$ cat src/rtl/rtx_fifo_pkg.sv
`timescale 1ns/1ps
package rtx_fifo_pkg;

    // Read-side controller states
    typedef enum logic [1:0] {
        RD_IDLE   = 2'd0,
        RD_LIVE   = 2'd1,
        RD_STARVE = 2'd2,
        RD_FLOW   = 2'd3
    } rd_state_e;

    // Half-full hysteresis states
    typedef enum logic {
        HF_BELOW = 1'b0,
        HF_ABOVE = 1'b1
    } half_state_e;

endpackage

$ cat src/rtl/rtx_strobe_edge.sv
`timescale 1ns/1ps
// Turns one transition of an active-low strobe into a one-cycle pulse.
module rtx_strobe_edge #(
    parameter bit RISING = 1'b0
) (
    input  logic clk,
    input  logic rst_n,
    input  logic strobe_n,
    output logic hit
);

    logic prev_q;

    // Previous level starts high so a strobe held low through reset
    // registers as a fresh falling edge.
    always_ff @(posedge clk) begin
        if (!rst_n) begin
            prev_q <= 1'b1;
        end else begin
            prev_q <= strobe_n;
        end
    end

    generate
        if (RISING) begin : g_rise
            assign hit = !prev_q && strobe_n;
        end else begin : g_fall
            assign hit = prev_q && !strobe_n;
        end
    endgenerate

endmodule

$ cat src/rtl/rtx_fifo_mem.sv
`timescale 1ns/1ps
// Storage array with a registered write port and a combinational read port.
module rtx_fifo_mem #(
    parameter int DATA_W = 9,
    parameter int DEPTH  = 16,
    localparam int ADDR_W = $clog2(DEPTH)
) (
    input  logic              clk,
    input  logic              we,
    input  logic [ADDR_W-1:0] waddr,
    input  logic [DATA_W-1:0] wdata,
    input  logic [ADDR_W-1:0] raddr,
    output logic [DATA_W-1:0] rdata
);

    logic [DATA_W-1:0] cells [DEPTH];

    always_ff @(posedge clk) begin
        if (we) begin
            cells[waddr] <= wdata;
        end
    end

    assign rdata = cells[raddr];

endmodule

$ cat src/rtl/rtx_fifo_ptrs.sv
`timescale 1ns/1ps
// Pointer pair, occupancy, empty/full flags and the half-full hysteresis FSM.
module rtx_fifo_ptrs
    import rtx_fifo_pkg::*;
#(
    parameter int DEPTH = 16,
    localparam int ADDR_W = $clog2(DEPTH),
    localparam int PTR_W  = ADDR_W + 1
) (
    input  logic              clk,
    input  logic              rst_n,
    input  logic              wr_fall,
    input  logic              rd_done,
    input  logic              rewind_ok,
    output logic              wr_take,
    output logic [PTR_W-1:0]  wptr,
    output logic [ADDR_W-1:0] rd_addr,
    output logic [PTR_W-1:0]  occ,
    output logic              empty_n,
    output logic              full_n,
    output logic              half_n
);

    localparam logic [PTR_W-1:0] FULL_OCC = PTR_W'(DEPTH);
    localparam logic [PTR_W-1:0] HALF_OCC = PTR_W'(DEPTH / 2);

    logic [PTR_W-1:0] rptr;
    logic [PTR_W-1:0] occ_after_rd;
    half_state_e      half_q;
    half_state_e      half_d;
    half_state_e      half_rewind;

    // Extra pointer bit separates full from empty at equal addresses.
    assign occ          = wptr - rptr;
    assign wr_take      = wr_fall && (occ != FULL_OCC);
    assign occ_after_rd = occ - PTR_W'(1) + PTR_W'(wr_take);
    assign rd_addr      = rptr[ADDR_W-1:0];

    // After a rewind the read pointer is zero, so occupancy is the write pointer.
    assign half_rewind  = (wptr > HALF_OCC) ? HF_ABOVE : HF_BELOW;

    always_ff @(posedge clk) begin
        if (!rst_n) begin
            wptr <= '0;
            rptr <= '0;
        end else begin
            if (wr_take) begin
                wptr <= wptr + PTR_W'(1);
            end
            if (rewind_ok) begin
                rptr <= '0;
            end else if (rd_done) begin
                rptr <= rptr + PTR_W'(1);
            end
        end
    end

    // Half-full state register
    always_ff @(posedge clk) begin
        if (!rst_n) begin
            half_q <= HF_BELOW;
        end else begin
            half_q <= half_d;
        end
    end

    // Half-full transitions
    always_comb begin
        half_d = half_q;
        unique case (half_q)
            HF_BELOW: begin
                if (rewind_ok) begin
                    half_d = half_rewind;
                end else if (wr_take && (occ >= HALF_OCC)) begin
                    half_d = HF_ABOVE;
                end
            end
            HF_ABOVE: begin
                if (rewind_ok) begin
                    half_d = half_rewind;
                end else if (rd_done && (occ_after_rd <= HALF_OCC)) begin
                    half_d = HF_BELOW;
                end
            end
        endcase
    end

    // Flag outputs
    always_comb begin
        empty_n = (occ != '0);
        full_n  = (occ != FULL_OCC);
        unique case (half_q)
            HF_BELOW: half_n = 1'b1;
            HF_ABOVE: half_n = 1'b0;
        endcase
    end

endmodule

$ cat src/rtl/rtx_fifo_rdctl.sv
`timescale 1ns/1ps
// Read-side controller: normal reads, starved reads and flow-through.
module rtx_fifo_rdctl
    import rtx_fifo_pkg::*;
(
    input  logic clk,
    input  logic rst_n,
    input  logic rd_fall,
    input  logic rd_rise,
    input  logic is_empty,
    input  logic wr_take,
    output logic rd_done,
    output logic word_on,
    output logic rd_idle
);

    rd_state_e state_q;
    rd_state_e state_d;

    // State register
    always_ff @(posedge clk) begin
        if (!rst_n) begin
            state_q <= RD_IDLE;
        end else begin
            state_q <= state_d;
        end
    end

    // Transitions
    always_comb begin
        state_d = state_q;
        unique case (state_q)
            RD_IDLE: begin
                if (rd_fall) begin
                    if (!is_empty) begin
                        state_d = RD_LIVE;
                    end else if (wr_take) begin
                        state_d = RD_FLOW;
                    end else begin
                        state_d = RD_STARVE;
                    end
                end
            end
            RD_LIVE: begin
                if (rd_rise) begin
                    state_d = RD_IDLE;
                end
            end
            RD_STARVE: begin
                if (rd_rise) begin
                    state_d = RD_IDLE;
                end else if (wr_take) begin
                    state_d = RD_FLOW;
                end
            end
            RD_FLOW: begin
                if (rd_rise) begin
                    state_d = RD_IDLE;
                end
            end
        endcase
    end

    // Outputs
    always_comb begin
        rd_done = 1'b0;
        word_on = 1'b0;
        rd_idle = 1'b0;
        unique case (state_q)
            RD_IDLE: begin
                rd_idle = 1'b1;
            end
            RD_LIVE, RD_FLOW: begin
                word_on = 1'b1;
                rd_done = rd_rise;
            end
            RD_STARVE: begin
                word_on = 1'b0;
            end
        endcase
    end

endmodule

$ cat src/rtl/rtx_fifo.sv
`timescale 1ns/1ps
// Top level: strobe edge detection, pointer/flag unit, read controller, storage.
module rtx_fifo #(
    parameter int DATA_W = 9,
    parameter int DEPTH  = 16
) (
    input  logic              clk,
    input  logic              rst_n,
    input  logic              wr_n,
    input  logic              rd_n,
    input  logic              rewind_n,
    input  logic [DATA_W-1:0] din,
    output logic [DATA_W-1:0] dout,
    output logic              dout_en,
    output logic              empty_n,
    output logic              full_n,
    output logic              half_n
);

    localparam int ADDR_W = $clog2(DEPTH);
    localparam int PTR_W  = ADDR_W + 1;
    localparam int N_EDGE = 4;
    // Detector slots: 0 write fall, 1 read fall, 2 read rise, 3 rewind fall
    localparam logic [N_EDGE-1:0] EDGE_RISING = 4'b0100;

    logic [N_EDGE-1:0] edge_src;
    logic [N_EDGE-1:0] edge_hit;
    logic              wr_fall;
    logic              rd_fall;
    logic              rd_rise;
    logic              rew_fall;
    logic              wr_take;
    logic              rd_done;
    logic              rd_idle;
    logic              rewind_ok;
    logic [PTR_W-1:0]  wptr;
    logic [PTR_W-1:0]  occ;
    logic [ADDR_W-1:0] rd_addr;

    assign edge_src = {rewind_n, rd_n, rd_n, wr_n};

    genvar g;
    generate
        for (g = 0; g < N_EDGE; g++) begin : g_edge
            rtx_strobe_edge #(
                .RISING (EDGE_RISING[g])
            ) edge_i (
                .clk      (clk),
                .rst_n    (rst_n),
                .strobe_n (edge_src[g]),
                .hit      (edge_hit[g])
            );
        end
    endgenerate

    assign wr_fall  = edge_hit[0];
    assign rd_fall  = edge_hit[1];
    assign rd_rise  = edge_hit[2];
    assign rew_fall = edge_hit[3];

    // Rewind acts only with both strobes idle and no read outstanding.
    assign rewind_ok = rew_fall && wr_n && rd_n && rd_idle;

    rtx_fifo_ptrs #(
        .DEPTH (DEPTH)
    ) ptrs_i (
        .clk       (clk),
        .rst_n     (rst_n),
        .wr_fall   (wr_fall),
        .rd_done   (rd_done),
        .rewind_ok (rewind_ok),
        .wr_take   (wr_take),
        .wptr      (wptr),
        .rd_addr   (rd_addr),
        .occ       (occ),
        .empty_n   (empty_n),
        .full_n    (full_n),
        .half_n    (half_n)
    );

    rtx_fifo_rdctl rdctl_i (
        .clk      (clk),
        .rst_n    (rst_n),
        .rd_fall  (rd_fall),
        .rd_rise  (rd_rise),
        .is_empty (!empty_n),
        .wr_take  (wr_take),
        .rd_done  (rd_done),
        .word_on  (dout_en),
        .rd_idle  (rd_idle)
    );

    rtx_fifo_mem #(
        .DATA_W (DATA_W),
        .DEPTH  (DEPTH)
    ) mem_i (
        .clk   (clk),
        .we    (wr_take),
        .waddr (wptr[ADDR_W-1:0]),
        .wdata (din),
        .raddr (rd_addr),
        .rdata (dout)
    );

endmodule

$ cat config.mk
export PLATFORM = sky130hd
export DESIGN_NAME = rtx_fifo
export DESIGN_NICKNAME = d
export VERILOG_FILES = /design/src/rtl/rtx_fifo_pkg.sv /design/src/rtl/rtx_strobe_edge.sv /design/src/rtl/rtx_fifo_mem.sv /design/src/rtl/rtx_fifo_ptrs.sv /design/src/rtl/rtx_fifo_rdctl.sv /design/src/rtl/rtx_fifo.sv
export SDC_FILE = /design/constraint.sdc
export NUM_CORES = 1
export LEC_CHECK = 0
export BUFFER_PORTS_ARGS = -buffer_cell sky130_fd_sc_hd__buf_2
export CORE_MARGIN = 2
export CORE_UTILIZATION = 28
export DETAILED_ROUTE_END_ITERATION = 12
export MAX_ROUTING_LAYER = met4
export PLACE_DENSITY_LB_ADDON = 0.05
export SYNTH_ARGS = -nofsm -noshare
export SYNTH_HDL_FRONTEND = slang
export SYNTH_SLANG_ARGS = --single-unit
$ cat constraint.sdc
create_clock -name clk -period 7.6 [get_ports clk]
set_input_delay 0.38 -clock clk [delete_from_list [all_inputs] [get_ports clk]]
set_output_delay 0.38 -clock clk [all_outputs]
set_load 0.02 [all_outputs]
[Word level (Yosys, flattened, before mapping)]
Memories as Yosys holds them, arrays and structs flattened. A register that Yosys moved wholly into a read port is not among the register bits.
Index checks and enable logic that the tools add are counted.
W data, S select, Z words.
Cells by class
  add/subtract/negate cells: 5
  magnitude comparators: 3
  equal/unequal tests: 7
  multiplexer cells: 21
  bitwise logic cells: 2
  reduce and logical (&&, ||, !) cells: 19
Operators by type and width (number)
  $mux W1: 11
  $add A5 B1 Y5 const B: 2
  $logic_and A1 B1 Y1: 10
  $mux W2: 5
  $mux W4: 2
  $pmux W2 S3: 1
  $add A5 B1 Y5: 1
  $ge A5 B4 Y1 const B: 1
  $gt A5 B4 Y1 const B: 1
  $le A5 B4 Y1 const B: 1
  $ne A5 B5 Y1 const B: 1
  $reduce_bool A5 Y1: 1
  $sub A5 B1 Y5 const B: 1
  $sub A5 B5 Y5: 1
  $eq A2 B2 Y1 const B: 2
  $logic_not A1 Y1: 4
  $pmux W1 S2: 2
  $reduce_or A2 Y1: 2
  $ne A3 B2 Y1 const B: 1
  $reduce_and A3 Y1: 1
  $eq A2 B1 Y1 const B: 1
  $logic_not A2 Y1: 1
  $ne A2 B1 Y1 const B: 1
  $ne A2 B2 Y1 const B: 1
  $not A1 Y1: 2
Word-level totals
  bits in registers: 16
  RAM bits: 144
  output and inout port bits: 13
  word-level logic and storage cells: 65
  memories: 1
Memory list
  mem_i.cells: depth 16, bits a word 9, rd ports 1, clocked after Yosys merged registers in 1, wr ports 1, RTL line rtx_fifo_mem.sv:16  | logic [DATA_W-1:0] cells [DEPTH];

[Depth between registers and ports, before layout]
  depth in word-level cells: 9
  depth in mapped cells: 16
  gate-level depth less buffers: 15

[By module]
Synthesis repeated with hierarchy kept, for this count alone.
Unflattened totals
  cells, all modules: 376
  area total of the unflattened synthesis: 6755.2 µm²
By module, submodules not included
  rtx_fifo_mem: instances 1, cells an instance 245, area an instance 5600.4 µm²
  rtx_fifo_ptrs: instances 1, cells an instance 104, area an instance 885.8 µm²
  rtx_fifo_rdctl: instances 1, cells an instance 13, area an instance 118.9 µm²
  rtx_strobe_edge (g_edge[0].edge_i ...): instances 3, cells an instance 3, area an instance 32.5 µm²
  rtx_strobe_edge (g_edge[2].edge_i): instances 1, cells an instance 3, area an instance 40.0 µm²
  rtx_fifo: instances 1, cells an instance 2, area an instance 12.5 µm²

[Least setup slack after synthesis]
Ideal clock, no wire load.
  path type: reg2reg
  start point: register ptrs_i.wptr[0]
  end point: register ptrs_i.half_q
  library setup time: 0.074 ns
  arrival time: 3.137 ns
  slack: 4.389 ns
  stages on the path, launching flop included: 17
  buffers on the path: 1
  period minus slack after synthesis: 3.211 ns
  cells stage by stage: dfxtp_1 inv_1 ha_1 inv_1 fa_1 xnor2_1 nand3_1 a2111oi_4 nor3_4 buf_6 inv_1 ha_1 ha_1 nand2_1 a21o_2 xor2_1 a31oi_1
On the way
  cells in the longest elaborated chain, start to end: 9
Ends and longest elaborated chain
  from (decl): RTL line rtx_fifo_ptrs.sv:16  | output logic [PTR_W-1:0] wptr,
  from (signal assigned): RTL line rtx_fifo_ptrs.sv:48  | wptr <= wptr + PTR_W'(1);
  branches (longest 8 deep; another with $sub A5 B5 Y5)
  $pmux W1 S2 *: RTL line rtx_fifo_ptrs.sv:70  | unique case (half_q)
  to (signal assigned): RTL line rtx_fifo_ptrs.sv:63  | half_q <= half_d;
  to (decl): RTL line rtx_fifo_ptrs.sv:29  | half_state_e half_q;
Mark *: on every way between the ends.
A chain may end at the register's enable or synchronous reset.

[Worst setup path in the final report]
Same ends and word-level chain as after synthesis.

==> impl_metrics.yaml <==
grt:
  antenna_found_initial: 0
  grt_pass1_vias: 3547
  grt_pass1_wl_mm: 24.3
  grt_max_degree: 37
  grtUsageTotal: 0.139
  grt-ovfl-total: 0
setup_path:
  crit_path_max_fanout: 17
  crit_start: "ptrs_i.wptr[0]$_SDFFE_PN0P_"
  crit_slowest_cell: "a2111oi_4"
  endpoint_kind: "flop"
  worstSetupPathType: "flop to flop"
  r2r_start: "ptrs_i.wptr[0]$_SDFFE_PN0P_"
  cp.required_ps: 7950
  slowest_delay_ps: 630
  crit_chain: "inv_1 > ha_1 > inv_1 > fa_1 > xnor2_1 > nand3_1 > a2111oi_4 > nor3_4 > inv_1 > ha_1 > ha_1 > nand2_1 > a21o_2 > xor2_1 > a31oi_1"
  critPathArrivalTime_ps: 4120
  startpoint_type: "flop"
floorplan:
  ioPinCount: 27
  rows: 56
  start_util: 0.287
  die_w_um: 159
  die_h_um: 159
  die_area_um2: 25400
  core_area_um2: 23500
synth:
  synthTopCellsByArea: "edfxtp_1 64%, mux4_2 15%, dfxtp_1 5.9%"
  synth-seq-cells: 164
  yosysUniqueCellTypes: 45
  synth_top_area_frac: 0.641
  yosys_warnings: 0
  synth_cells: 354
  syn-cell-area_um2: 6750
  seq_area_frac_synth: 0.700
  synth_largest_area_cell: "edfxtp_1"
  synth_ff_type: "edfxtp_1"
  avgSynthCellArea_um2: 19.1
  synth_edf_count: 144
  syn_nets: 380
  async_flop_share: 0
timing:
  period_needed_ps: 3770
  drv_slew: 0
  hold_violations: 0
  tightest_slew_ps: 900
  rsz0062_at_grt: "false"
  setup_tns_ps: 0
  fmax_mhz: 265
  finalSetupViolCount: 0
  maxSlewHeadroom: 0.399
  worst_clock_skew_ps: 9.76
  period_share: 0.496
  whs_ps: 140
finish:
  final_area_um2: 7850
  final_common_cell: "edfxtp_1"
  final_util: 0.333
  fin_nets: 415
  area_delta_synth_final_pct: 16.3
  n_antenna_cell: 0
  layout_common_cells: "144 x edfxtp_1, 45 x mux4_2, 26 x buf_2, 18 x dfxtp_1, 17 x clkbuf_16"
  drive_gt1_frac: 0.336
clocking:
  cts_tree: "built"
  clk_pin_slew_worst_paths_ps: 70
  ctsLongestPathBuffers: 2
  cts_setup_buffers: 0
  ctsResizeCount: 0
  clock-sinks: 164
  cts_buffers: 17
  clk_latency_ps: 430
  cts.root.buffer_cell: "clkbuf_16"
  cts_hold_buf: 0
  cts_max_level: 4
placed_design:
  place_area_um2: 7260
  portBuffers: 26
  hpwlAfterDp_mm: 9.46
  routabilityCongestion: 0.742
hold_path:
  hp-start: "rewind_n"
  hold_class: "primary input to flop"
flow_run:
  maxCapViolCount: 0
pwr:
  power.total_mw: 1.97
  leakagePower_nw: 2.51
  peakVddDrop_mv: 0.131
  power_density_nw_per_um2: 252
detailed_routing:
  vias: 3330
  vias_per_cell: 4.62
  ant_nets: 0
  wire_per_inst_um: 22.5
  drt-initial-drc-count: 266
  post-route-drc-count: 0
  first_pass_iters: 4
  wirelength_mm: 16.2
outcome:
  status: "complete, no violations"
[synthesized netlist by cell type (2+ instances only)]
cell type / count
a21o_2: 2
ha_1: 11
or3_2: 2
inv_1: 12
dfxtp_1: 20
mux4_2: 45
xor2_1: 4
nor2b_1: 3
and2_1: 4
nand3_1: 4
mux2i_1: 3
buf_2: 4
buf_1: 2
o41ai_1: 2
edfxtp_1: 144
xnor2_1: 4
nand4_1: 3
clkbuf_1: 6
a21boi_0: 3
nand2_1: 11
o21ai_0: 4
nor2_1: 13
nand2b_1: 8
and3_2: 15
a21oi_1: 5
[worst max-delay path, delay by kind of cell, from the launching register on]
kind,cells,cell delay (ps)
compound gates,3,1010
buf+inv,3,300
xor+xnor,2,500
flops,1,350
simple gates,3,530
fa+ha+maj,4,990
[cell type report]
| type | count | area [µm²] |
|---|---|---|
| flip-flops and latches | 164 | 4730 |
| fillers | 2278 | 15700 |
| clock inverters | 15 | 163 |
| multi-input cells | 165 | 1930 |
| clock buffers | 17 | 425 |
| well taps | 319 | 399 |
| inverters | 12 | 45.0 |
| repair buffers | 29 | 153 |
[sequential cells by signal (all words and copies together), names as in the netlist, named ones only]
signal	flops
ptrs_i.wptr	5
ptrs_i.rptr	5
rdctl_i.state_q	2
ptrs_i.half_q	1
g_edge.edge_i.prev_q	3
mem_i.cells	144
[path summary, 6_finish.rpt]
| check | to | slack (ps) | cells after the start |
|---|---|---|---|
| setup / recovery | ptrs_i.half_q$_SDFF_PN0_ | 3830 | 15 |
| hold / removal | g_edge[3].edge_i.prev_q$_SDFF_PN1_ | 140 | 2 |
| setup reg to reg | ptrs_i.half_q$_SDFF_PN0_ | 3830 | 15 |
| hold reg to reg | ptrs_i.wptr[4]$_SDFFE_PN0P_ | 520 | 2 |
[kinds of logic after synthesis]
group | after synthesis | share of synthesized area
compound gates | 21 | 0.0247
fa+ha+maj | 12 | 0.0234
mux | 48 | 0.155
simple gates | 75 | 0.0673
xor+xnor | 9 | 0.0139
flops | 164 | 0.700
buf+inv | 25 | 0.0158
[per-stage QoR]
| step | cells | setup WS (ps) |
|---|---|---|
| 6_report | 721 | 3830 |
| 3_5_place_dp | 689 | 3870 |
| 3_3_place_gp | 689 | 3950 |
| 2_1_floorplan | 354 | 4390 |
| 5_1_grt | 721 | 3430 |
| 4_1_cts | 721 | 3830 |
[power by group]
part / switching (mW) / total [mW] / internal, mW
clock network: 0.398 / 0.865 / 0.467
logic: 0.0674 / 0.113 / 0.0453
registers: 0.00560 / 0.996 / 0.991
[routing by layer]
layer,track usage,up-vias,part of all wire
met5,-,-,0
li1,-,1500,-
met4,0.0471,0,0.014
met3,0.0274,17,0.021
met1,0.182,1768,0.48
met2,0.217,45,0.49
Power figures use the tool's default switching activity.
